<file path="config.mk">
export PLATFORM = sky130hd
export DESIGN_NAME = panel_frame_timer
export DESIGN_NICKNAME = d
export VERILOG_FILES = /design/src/rtl/pft_pkg.sv /design/src/rtl/pft_regs.sv /design/src/rtl/pft_vsync.sv /design/src/rtl/pft_seq.sv /design/src/rtl/panel_frame_timer.sv
export SDC_FILE = /design/constraint.sdc
export NUM_CORES = 1
export LEC_CHECK = 0
export BUFFER_PORTS_ARGS = -buffer_cell sky130_fd_sc_hd__buf_4
export CORE_MARGIN = 2
export CORE_UTILIZATION = 58
export DETAILED_ROUTE_END_ITERATION = 16
export PLACE_DENSITY = 0.92
export SYNTH_ARGS = -nofsm -noshare
export SYNTH_HDL_FRONTEND = slang
export SYNTH_SLANG_ARGS = --single-unit
</file>
<file path="constraint.sdc">
create_clock -name clk -period 4.8 [get_ports clk]
set_input_delay 0.24 -clock clk [delete_from_list [all_inputs] [get_ports clk]]
set_output_delay 0.24 -clock clk [all_outputs]
set_load 0.01 [all_outputs]
</file>
<file path="src/rtl/pft_pkg.sv">
package pft_pkg;

  localparam int PORCH_W   = 4;
  localparam int PORCH_MIN = 2;
  localparam int PORCH_SUM = 16;

  typedef enum logic [1:0] {
    LVL_STOP  = 2'b00,
    LVL_GND   = 2'b01,
    LVL_BLANK = 2'b10,
    LVL_SHOW  = 2'b11
  } run_level_e;

  typedef enum logic [1:0] {
    SRC_GND   = 2'b00,
    SRC_BLANK = 2'b01,
    SRC_SHOW  = 2'b10
  } src_code_e;

  typedef struct packed {
    run_level_e           level;
    logic                 tmg_en;
    logic [PORCH_W-1:0]   bp;
    logic [PORCH_W-1:0]   fp;
  } frame_cfg_t;

  function automatic src_code_e src_of(run_level_e lvl);
    case (lvl)
      LVL_BLANK: src_of = SRC_BLANK;
      LVL_SHOW:  src_of = SRC_SHOW;
      default:   src_of = SRC_GND;
    endcase
  endfunction

endpackage

</file>
<file path="src/rtl/pft_regs.sv">
module pft_regs
  import pft_pkg::*;
#(
  parameter int DATA_W = 16
) (
  input  logic              clk,
  input  logic              rst,
  input  logic              wr_en,
  input  logic              wr_sel,
  input  logic [DATA_W-1:0] wr_data,
  output frame_cfg_t        cfg,
  output logic              stop_level
);

  localparam int SUM_W = PORCH_W + 1;

  run_level_e         level_q;
  logic               tmg_en_q;
  logic [PORCH_W-1:0] bp_q, fp_q;
  logic [SUM_W-1:0]   bp_c, fp_t, fp_c;

  always_ff @(posedge clk) begin
    if (rst) begin
      level_q  <= LVL_STOP;
      tmg_en_q <= 1'b0;
      bp_q     <= PORCH_W'(PORCH_MIN);
      fp_q     <= PORCH_W'(PORCH_MIN);
    end else if (wr_en) begin
      if (wr_sel) begin
        fp_q <= wr_data[8 +: PORCH_W];
        bp_q <= wr_data[0 +: PORCH_W];
      end else begin
        level_q  <= run_level_e'(wr_data[1:0]);
        tmg_en_q <= wr_data[4];
      end
    end
  end

  always_comb begin
    bp_c = (bp_q < PORCH_W'(PORCH_MIN)) ? SUM_W'(PORCH_MIN) : {1'b0, bp_q};
    fp_t = (fp_q < PORCH_W'(PORCH_MIN)) ? SUM_W'(PORCH_MIN) : {1'b0, fp_q};
    fp_c = ((bp_c + fp_t) > SUM_W'(PORCH_SUM)) ? (SUM_W'(PORCH_SUM) - bp_c) : fp_t;
  end

  assign cfg.level  = level_q;
  assign cfg.tmg_en = tmg_en_q;
  assign cfg.bp     = bp_c[PORCH_W-1:0];
  assign cfg.fp     = fp_c[PORCH_W-1:0];
  assign stop_level = (level_q == LVL_STOP);

endmodule

</file>
<file path="src/rtl/pft_vsync.sv">
module pft_vsync (
  input  logic clk,
  input  logic rst,
  input  logic ext_vsync,
  input  logic row_tick,
  output logic vs_take
);

  logic vs_q, pend_q, fall;

  assign fall    = vs_q & ~ext_vsync;
  assign vs_take = pend_q | fall;

  always_ff @(posedge clk) begin
    if (rst) begin
      vs_q   <= 1'b0;
      pend_q <= 1'b0;
    end else begin
      vs_q   <= ext_vsync;
      pend_q <= row_tick ? 1'b0 : vs_take;
    end
  end

endmodule

</file>
<file path="src/rtl/pft_seq.sv">
module pft_seq
  import pft_pkg::*;
#(
  parameter int ACTIVE_ROWS = 320
) (
  input  logic       clk,
  input  logic       rst,
  input  logic       row_tick,
  input  logic       halt_req,
  input  logic       ext_mode,
  input  logic       vs_take,
  input  frame_cfg_t cfg,
  output logic       disp_tmg,
  output logic       frame_start,
  output logic       line_strobe,
  output logic       ac_pol,
  output logic [1:0] src_ctl
);

  localparam int FRAME_MAX = ACTIVE_ROWS + 2 * (1 << PORCH_W);
  localparam int POS_W     = $clog2(FRAME_MAX + 1);

  frame_cfg_t       act;
  logic             running;
  logic [POS_W-1:0] pos, nxt_pos, last_pos, bp_w, act_end;
  logic             start;

  assign bp_w     = POS_W'(act.bp);
  assign act_end  = bp_w + POS_W'(ACTIVE_ROWS);
  assign last_pos = act_end + POS_W'(act.fp) - POS_W'(1);
  assign nxt_pos  = (pos == last_pos) ? pos : pos + POS_W'(1);
  assign start    = ext_mode ? vs_take : (!running || pos == last_pos);

  always_ff @(posedge clk) begin
    if (rst) begin
      act         <= '{level: LVL_STOP, tmg_en: 1'b0,
                       bp: PORCH_W'(PORCH_MIN), fp: PORCH_W'(PORCH_MIN)};
      running     <= 1'b0;
      pos         <= '0;
      disp_tmg    <= 1'b0;
      frame_start <= 1'b0;
      line_strobe <= 1'b0;
      ac_pol      <= 1'b0;
      src_ctl     <= SRC_GND;
    end else begin
      frame_start <= 1'b0;
      line_strobe <= 1'b0;
      if (row_tick) begin
        if (halt_req) begin
          running  <= 1'b0;
          pos      <= '0;
          disp_tmg <= 1'b0;
          src_ctl  <= SRC_GND;
        end else if (start) begin
          act         <= cfg;
          running     <= 1'b1;
          pos         <= '0;
          frame_start <= 1'b1;
          line_strobe <= 1'b1;
          ac_pol      <= ~ac_pol;
          disp_tmg    <= 1'b0;
          src_ctl     <= src_of(cfg.level);
        end else if (running) begin
          pos         <= nxt_pos;
          line_strobe <= 1'b1;
          disp_tmg    <= act.tmg_en && (nxt_pos >= bp_w) && (nxt_pos < act_end);
        end
      end
    end
  end

endmodule

</file>
<file path="src/rtl/panel_frame_timer.sv">
module panel_frame_timer
  import pft_pkg::*;
#(
  parameter int ACTIVE_ROWS = 320,
  parameter int DATA_W      = 16
) (
  input  logic              clk,
  input  logic              rst,
  input  logic              row_tick,
  input  logic              ext_mode,
  input  logic              ext_vsync,
  input  logic              standby,
  input  logic              wr_en,
  input  logic              wr_sel,
  input  logic [DATA_W-1:0] wr_data,
  output logic              disp_tmg,
  output logic              frame_start,
  output logic              line_strobe,
  output logic              ac_pol,
  output logic [1:0]        src_ctl
);

  frame_cfg_t cfg;
  logic       stop_level;
  logic       vs_take;

  pft_regs #(.DATA_W(DATA_W)) regs_i (
    .clk(clk), .rst(rst), .wr_en(wr_en), .wr_sel(wr_sel),
    .wr_data(wr_data), .cfg(cfg), .stop_level(stop_level)
  );

  pft_vsync vsync_i (
    .clk(clk), .rst(rst), .ext_vsync(ext_vsync),
    .row_tick(row_tick), .vs_take(vs_take)
  );

  pft_seq #(.ACTIVE_ROWS(ACTIVE_ROWS)) seq_i (
    .clk(clk), .rst(rst), .row_tick(row_tick),
    .halt_req(standby | stop_level), .ext_mode(ext_mode),
    .vs_take(vs_take), .cfg(cfg),
    .disp_tmg(disp_tmg), .frame_start(frame_start),
    .line_strobe(line_strobe), .ac_pol(ac_pol), .src_ctl(src_ctl)
  );

endmodule

</file>
==> results of run 1 <==
## per-stage QoR
step / util (%) / power (uW) / hold slack (ns)
floorplan: - / 383.1 / 0.3193
global placement: 64.62 / 401.4 / 0.4424
detailed placement: 64.62 / 405.1 / 0.4509
CTS: 66.63 / 614.9 / 0.1437
global route: 66.63 / 634.8 / 0.1518
finish: 66.63 / 611.0 / 0.1551
## cells in the final DEF, fill, tap and decap left out, drive strengths merged, types with 9 or more instances in the layout
master,count
buf,23
nand3,10
nor2,25
dfxtp,38
ha,17
mux2i,9
inv,23
nand2,29
a21oi,12
xor2,9
## cell type report
type | instances | area, um^2
Clock inverter | 1 | 7.507
Multi-Input combinational cell | 212 | 1503
Inverter | 23 | 86.33
Tap cell | 50 | 62.56
Clock buffer | 6 | 72.57
Sequential cell | 38 | 760.7
Fill cell | 309 | 1335
Timing Repair Buffer | 23 | 172.7
## power by group through the flow
stage                     Clock, uW  Combinational [uW]  Sequential (uW)
after detailed placement          0                70.0              335
after global placement            0                66.3              335
after CTS                       217                70.3              328
final                           213                70.3              328
after floorplan                   0                49.9              333
after global routing            228                78.3              329
## path summary, 6_finish.rpt
kind	from	end	slack, ns	cells past startpoint
worst max-delay path	seq_i.act[7]$_SDFFE_PP0P_	seq_i.disp_tmg$_SDFFE_PP0P_	0.36	17
worst min-delay path	row_tick	vsync_i.pend_q$_SDFF_PP0_	0.16	2
worst max register to register	seq_i.act[7]$_SDFFE_PP0P_	seq_i.disp_tmg$_SDFFE_PP0P_	0.36	17
worst min register to register	seq_i.act[5]$_SDFFE_PP1P_	seq_i.act[5]$_SDFFE_PP1P_	0.47	1
## sequential cells by signal (all words and copies together), names as in the netlist
signal and flops:
vsync_i.pend_q 1, regs_i.fp_q 4, regs_i.level_q 2, vsync_i.vs_q 1
seq_i.frame_start 1, seq_i.src_ctl 2, seq_i.running 1, regs_i.bp_q 4
seq_i.act 9, regs_i.tmg_en_q 1, seq_i.line_strobe 1, seq_i.disp_tmg 1
seq_i.pos 9, seq_i.ac_pol 1
## critical path: cells and delay by family (launching register included)
kind / cells / cell delay, ns
and+or+nand+nor: 8 / 1.83
DFF: 1 / 0.35
buffers and inverters: 2 / 0.11
AOI/OAI and AO/OA: 3 / 0.81
muxes: 1 / 0.33
adders and majority gates: 3 / 0.95
## cell families (layout without fill, tap and decap cells)
group	count (synthesis)	after routing	synth area share, %
AO/OA/AOI/OAI	63	63	18.87
flip-flops	38	38	31.44
adder cells (fa/ha/maj)	19	19	10.44
multiplexers	11	11	4.654
AND/OR/NAND/NOR	103	103	21.77
buffers and inverters	41	53	6.463
XOR/XNOR	16	16	6.360
## metal layers
layer / vias to the layer above / GRT usage (%) / wire length (um)
met5: - / 0 / 0
li1: 1042 / - / -
met1: 972 / 27.07 / 2093
met4: 0 / 13.50 / 197
met2: 73 / 40.75 / 2476
met3: 20 / 6.331 / 249
==> run summary, run 1 <==
Measured along the y axis, the die boundary spans 68.59 um. The count of cells resized by post-cts repair was 0; the fraction of layout instances using a drive strength above 1 was 12.21%. The global router's overall resource usage is 23.99%, and the worst path arrival time is 4.69 ns. The number of buffers between clock root and the deepest sink is 2, and the number of enable flip-flop cells after synthesis is 0. The cell repeated most along the worst path is ha_1.

In this run the worst hold path is classified as in -> reg. Combinational logic burns 11.5% of the power. Yosys printed 0 warnings. For this run, asynchronously set or reset flops after synthesis account for 0%. Along the worst path, the maximum fanout reaches 6. The number of buffers added on ports works out to 22. For the number of antenna violations at the first check in global routing, the log shows 0.

The tools report the final wirelength as 5016 um. The quantity of hold-fixing buffers added after cts is 0, and the peak supply drop is 0.2727 mV. In the synthesized netlist the dominant register cell turns out to be dfxtp_1.

0 antenna diodes ended up in the layout. With fillers left out, the area of the finished cells amounts to 0.002665 mm^2. Once placement completed, the tool counted placed cells totaling 346. The logs give 0 for the leftover overflow at the end of global routing and 1962 for the via count of the first global-routing pass.

Dividing the synthesized area by the synthesized cell count gives 8.316 um^2. For this run, design rule violations remaining after detail routing come to 0. Derived from the worst setup path, the maximum achievable clock frequency is 225.2 MHz. In this run, synthesis produced a sequential element count of 38. The region available for standard cell placement spans 0.004000 mm^2. The tools report the worst-case headroom to the max-slew limit as 38.26%.

The final total negative setup slack was 0 ns. Of the total power, the share spent switching nets is 25.73%. The part of the cycle the worst path needs works out to 92.49%. For the final database, setup skew stands at 0.01186 ns.

For this design, the sink count on the clock tree is 38. The gate count after technology mapping is 291, and the actual slew at the worst max-slew pin is 0.9183 ns. By area the synthesized netlist is led by dfxtp_1 31%, ha_1 8.8%, nand2_1 4.5%, nor2_1 3.9%, mux2i_1 3.7%. TritonCTS built the clock tree. Dividing total power by cell area gives a power density of 229.3 mW/mm^2. The internal power of the cells totals 453.8 uW. Setup repair after global routing left no endpoint under its margin. In this design, the stage delay of the slowest critical-path cell is 0.50 ns. The post-route worst setup slack came out at 0.3604 ns. The first TritonRoute pass finished after 4 iterations. The logs give 0.4059 ns for the worst slack after detailed placement and 31.44% for the fraction of the yosys area taken by sequential cells. The clock edge transition at the registers on the reported setup and hold paths is 0.08 ns, and the top-level port count is 30. Once detailed placement completed, the half-perimeter wirelength came to 3783 um. The time the worst path needs with I/O delays and setup works out to 4.440 ns. The run finished with clean final reports.

Across the run, the number of max-cap violations was 0. The via-per-instance ratio works out to 5.969. The tools report the number of DRC markers after the initial detailed-route iteration as 87. The required time of the worst setup path was 5.05 ns; the final cell count without fillers was 353. The tools report the standard cell area after detailed placement as 0.002585 mm^2. The run gives 53.7% as the share of power burned in registers.

The logs give 50 for the unique cell type count in the Yosys netlist and 0.004705 mm^2 for the die area. In this run the power spent charging and discharging nets is 157.2 uW. The final count of pins violating max slew is 0, and the residual antenna-violating net count after detailed routing is 0. Number of placement rows: 23. By count the netlist is led by 38 x dfxtp_1, 29 x nand2_1, 25 x nor2_1, 23 x inv_1, 17 x ha_1. Summed over all instances, the cell type with the most area after synthesis is dfxtp_1. The logs give 0.001154 uW for the static leakage and 0.8703 for the final weighted congestion of routability-driven global placement.

The worst setup path is of the reg -> reg kind. The tools report the effective utilization at floorplan as 60.49%. Traced cell by cell, the critical path runs through inv_1 > ha_1 > inv_1 > ha_1 > and3_4 > or4_4 > a221oi_4 > nand3_4 > mux2_2 > ha_1 > nor2b_1 > o21ai_0 > nand2b_1 > a211oi_1 > nand3_1 > or4_1 > nand3_1.

Counting every net in the synthesized netlist gives 334. The TritonCTS buffer count came out at 5. From synthesis to final layout, the design area changed by 10.13%. The area share of the largest cell type after synthesis works out to 31.44%.

The clock network is responsible for 34.8% of the overall power. The mapped netlist covers 0.002420 mm^2. Setup violations remaining at the end of the flow were counted as 0. The vias after detailed routing came out at 2107. The slowest stage of the critical path is the or4_4 cell. The number of setup buffers added after CTS is 0. The later-pin clock latency in the skew report is 0.30 ns. The clock root buffer was clkbuf_8.

The largest net degree at the start of global routing is 42. The die span in x works out to 68.59 um. Library cell with the highest instance count after synthesis: dfxtp_1.

The run gives 0 as the final-report hold violation count. The category of the worst setup path capture point is a flop. The first global-routing pass estimated 8383 um of wire. The H-tree depth came out at 2. The detail-routed net length per standard cell is 14.21 um. The run gives 346 as the net count of the finished layout.

The worst setup path is launched from a flop.
(Power assumes the default switching activity.)
==> inputs of run 2 (changes only) <==
--- a/config.mk
+++ b/config.mk
@@ -7,9 +7,9 @@
 export LEC_CHECK = 0
 export BUFFER_PORTS_ARGS = -buffer_cell sky130_fd_sc_hd__buf_4
 export CORE_MARGIN = 2
-export CORE_UTILIZATION = 58
+export CORE_UTILIZATION = 45
 export DETAILED_ROUTE_END_ITERATION = 16
-export PLACE_DENSITY = 0.92
+export PLACE_DENSITY = 0.76
 export SYNTH_ARGS = -nofsm -noshare
 export SYNTH_HDL_FRONTEND = slang
 export SYNTH_SLANG_ARGS = --single-unit
==> run summary, run 2 (synthesis results as in run 1) <==
The longest clock path from root to sink contains 2 buffers. Summed over all layers, the routed wires come to 4737 um. At the pin with the least slew margin, the transition time is 0.8522 ns. TritonCTS built the clock tree.

For the standard cell area after detailed placement, the log shows 0.002603 mm^2. Once layout is done, the placed cells without fillers occupy 0.002683 mm^2. During I/O placement, the number of pins put on the boundary was 30.

Clock latency on the worst-skew pair, taken at its later pin, is 0.29 ns. The fraction of layout instances using a drive strength above 1 was 11.92%. Setup repair after global routing left no endpoint under its margin. For this configuration, the core starts out at a cell density of 47.08%. The part of the cycle the worst path needs came out at 93.97%. In the layout the commonest cells are 38 x dfxtp_1, 29 x nand2_1, 25 x nor2_1, 23 x inv_1, 22 x buf_4. The via count of the first global-routing pass is 1889, and the die height is 77.33 um. The logs give 0 ns for the final total negative setup slack and 345 for the net count of the finished layout.

The count of cells resized by post-cts repair was 0; the via-per-instance ratio was 5.382. Number of max-cap violations: 0. Static timing analysis puts the maximum clock frequency at 221.7 MHz. Data arrives at the worst endpoint at 4.75 ns.

STA puts the critical path data required time at 5.04 ns. After clock tree synthesis, the clock-pin slew on the worst setup and hold paths is 0.08 ns. Post-CTS timing repair inserted 0 buffers for setup. In this run the static leakage power is 0.001150 uW. The count of buffers added on input and output ports is 22.

Final count of pins violating max slew: 0. The routed layout has 2002 vias. The logs give 0 for the number of antenna violations at the first check in global routing and 2 for the H-tree depth. The power density over cell area is 225.6 mW/mm^2.

Once routing completed, OpenROAD measured the worst setup slack at 0.2894 ns. Of all nets on the critical path, the largest fanout is 15. The tightest min-delay check is of the in -> reg type. The logs give 605.2 uW for the total power and 0.2000 mV for the peak supply drop. Critical path start-end classification: reg -> reg. STA classifies the critical path startpoint as a flop.

The logs give 42 for the largest net degree at the start of global routing and 42.70% for the worst-case headroom to the max-slew limit. OpenSTA, run right after detailed placement, puts the worst setup slack at 0.3363 ns. The tree is rooted in a clkbuf_8. For the global router's overall resource usage, the log shows 17.01%. The tools report the final clock skew as 0.007331 ns. The residual antenna-violating net count after detailed routing was 0; the number of placement rows was 26. The die covers 0.005980 mm^2. Relative to the synthesized area, the layout overhead comes to 10.86%. In the final layout, the registers with the most flip-flops are seq_i.act (9), seq_i.pos (9). The detailed router finished its first iteration with 76 violations. For the TritonCTS buffer count, the log shows 5.

The flow ran to the end, and the final reports show no timing, DRC or antenna violations. The die span in x is 77.33 um. The number of hold buffers added after CTS was 0. For the number of sinks driven by the clock tree, the log shows 38. The logs give 0 for the leftover overflow at the end of global routing and 5 for the number of iterations in the first detailed-routing pass. The worst setup path is captured at a flop.

The logs give 3468 um for the half-perimeter wire length of the detailed placement result and 0 for the count of antenna diodes in the layout. The floorplan step defined a core boundary enclosing 0.005140 mm^2. Setup violations remaining at the end of the flow were counted as 0.

The first global-routing pass estimated 8238 um of wire. The final-report hold violation count came out at 0. Leaving out fill and tap cells, the most frequent cell in the layout is dfxtp_1. In the routed design, unresolved DRC markers number 0. After detailed routing, the average wire length per cell comes to 12.73 um.

Final weighted congestion of routability-driven global placement: 0.7752. After layout, the minimum clock period comes to 4.511 ns.
[run 2: cell count changes in the layout (fill, tap and decap cells not counted)]
| cell | change |
|---|---|
| buf_4 | -1 |
[run 2: final cells by class]
| class | count | area (um^2) |
|---|---|---|
| fillers | 496 | 2457 |
| multi-input cells | 212 | 1503 |
| flip-flops and latches | 38 | 760.7 |
| repair buffers | 22 | 165.2 |
| well taps | 70 | 87.58 |
| inverters | 23 | 86.33 |
| clock buffers | 6 | 72.57 |
| clock inverters | 1 | 7.507 |
[run 2: per-stage QoR]
stage | hold slack (ns) | cells | util [%]
detailed placement | 0.4540 | 365 | 50.63
CTS | 0.1506 | 372 | 52.19
global route | 0.1495 | 372 | 52.19
finish | 0.1603 | 372 | 52.19
global placement | 0.4434 | 365 | 50.63
floorplan | 0.3193 | 291 | -
[run 2: power breakdown]
group	total [uW]	internal, uW	switching, uW	leakage [uW]
logic	68.7	32.0	36.6	0.000804
clock network	208	99.5	109	0.0000373
registers	328	322	5.94	0.000308
total	605	454	151	0.00115
[run 2: layer usage]
layer,global-route usage [%],share of wire (%),vias to the layer above,wire [um]
li1,-,-,1041,-
met2,29.04,47,39,2247
met5,0,0,-,0
met3,4.535,3.9,5,187
met1,21.09,47,917,2250
met4,4.821,1.1,0,51
[run 2: worst paths after layout]
kind / start / to / slack, ns / cells past startpoint
setup / recovery: seq_i.act[7]$_SDFFE_PP0P_ / seq_i.disp_tmg$_SDFFE_PP0P_ / 0.29 / 17
hold / removal: row_tick / vsync_i.pend_q$_SDFF_PP0_ / 0.16 / 2
setup reg to reg: seq_i.act[7]$_SDFFE_PP0P_ / seq_i.disp_tmg$_SDFFE_PP0P_ / 0.29 / 17
hold reg to reg: regs_i.fp_q[0]$_SDFFE_PP0P_ / regs_i.fp_q[0]$_SDFFE_PP0P_ / 0.47 / 2
[run 2: critical path, cell delays in order (launching register included)]
cell and delay (ns):
dfxtp_1 0.33, inv_1 0.07, ha_1 0.27, inv_1 0.04
ha_1 0.35, and3_4 0.22, or4_4 0.49, a221oi_4 0.45
nand3_4 0.26, mux2_2 0.35, ha_1 0.31, nor2b_1 0.14
o21ai_0 0.15, nand2b_1 0.08, a211oi_1 0.25, nand3_1 0.14
or4_1 0.47, nand3_1 0.09
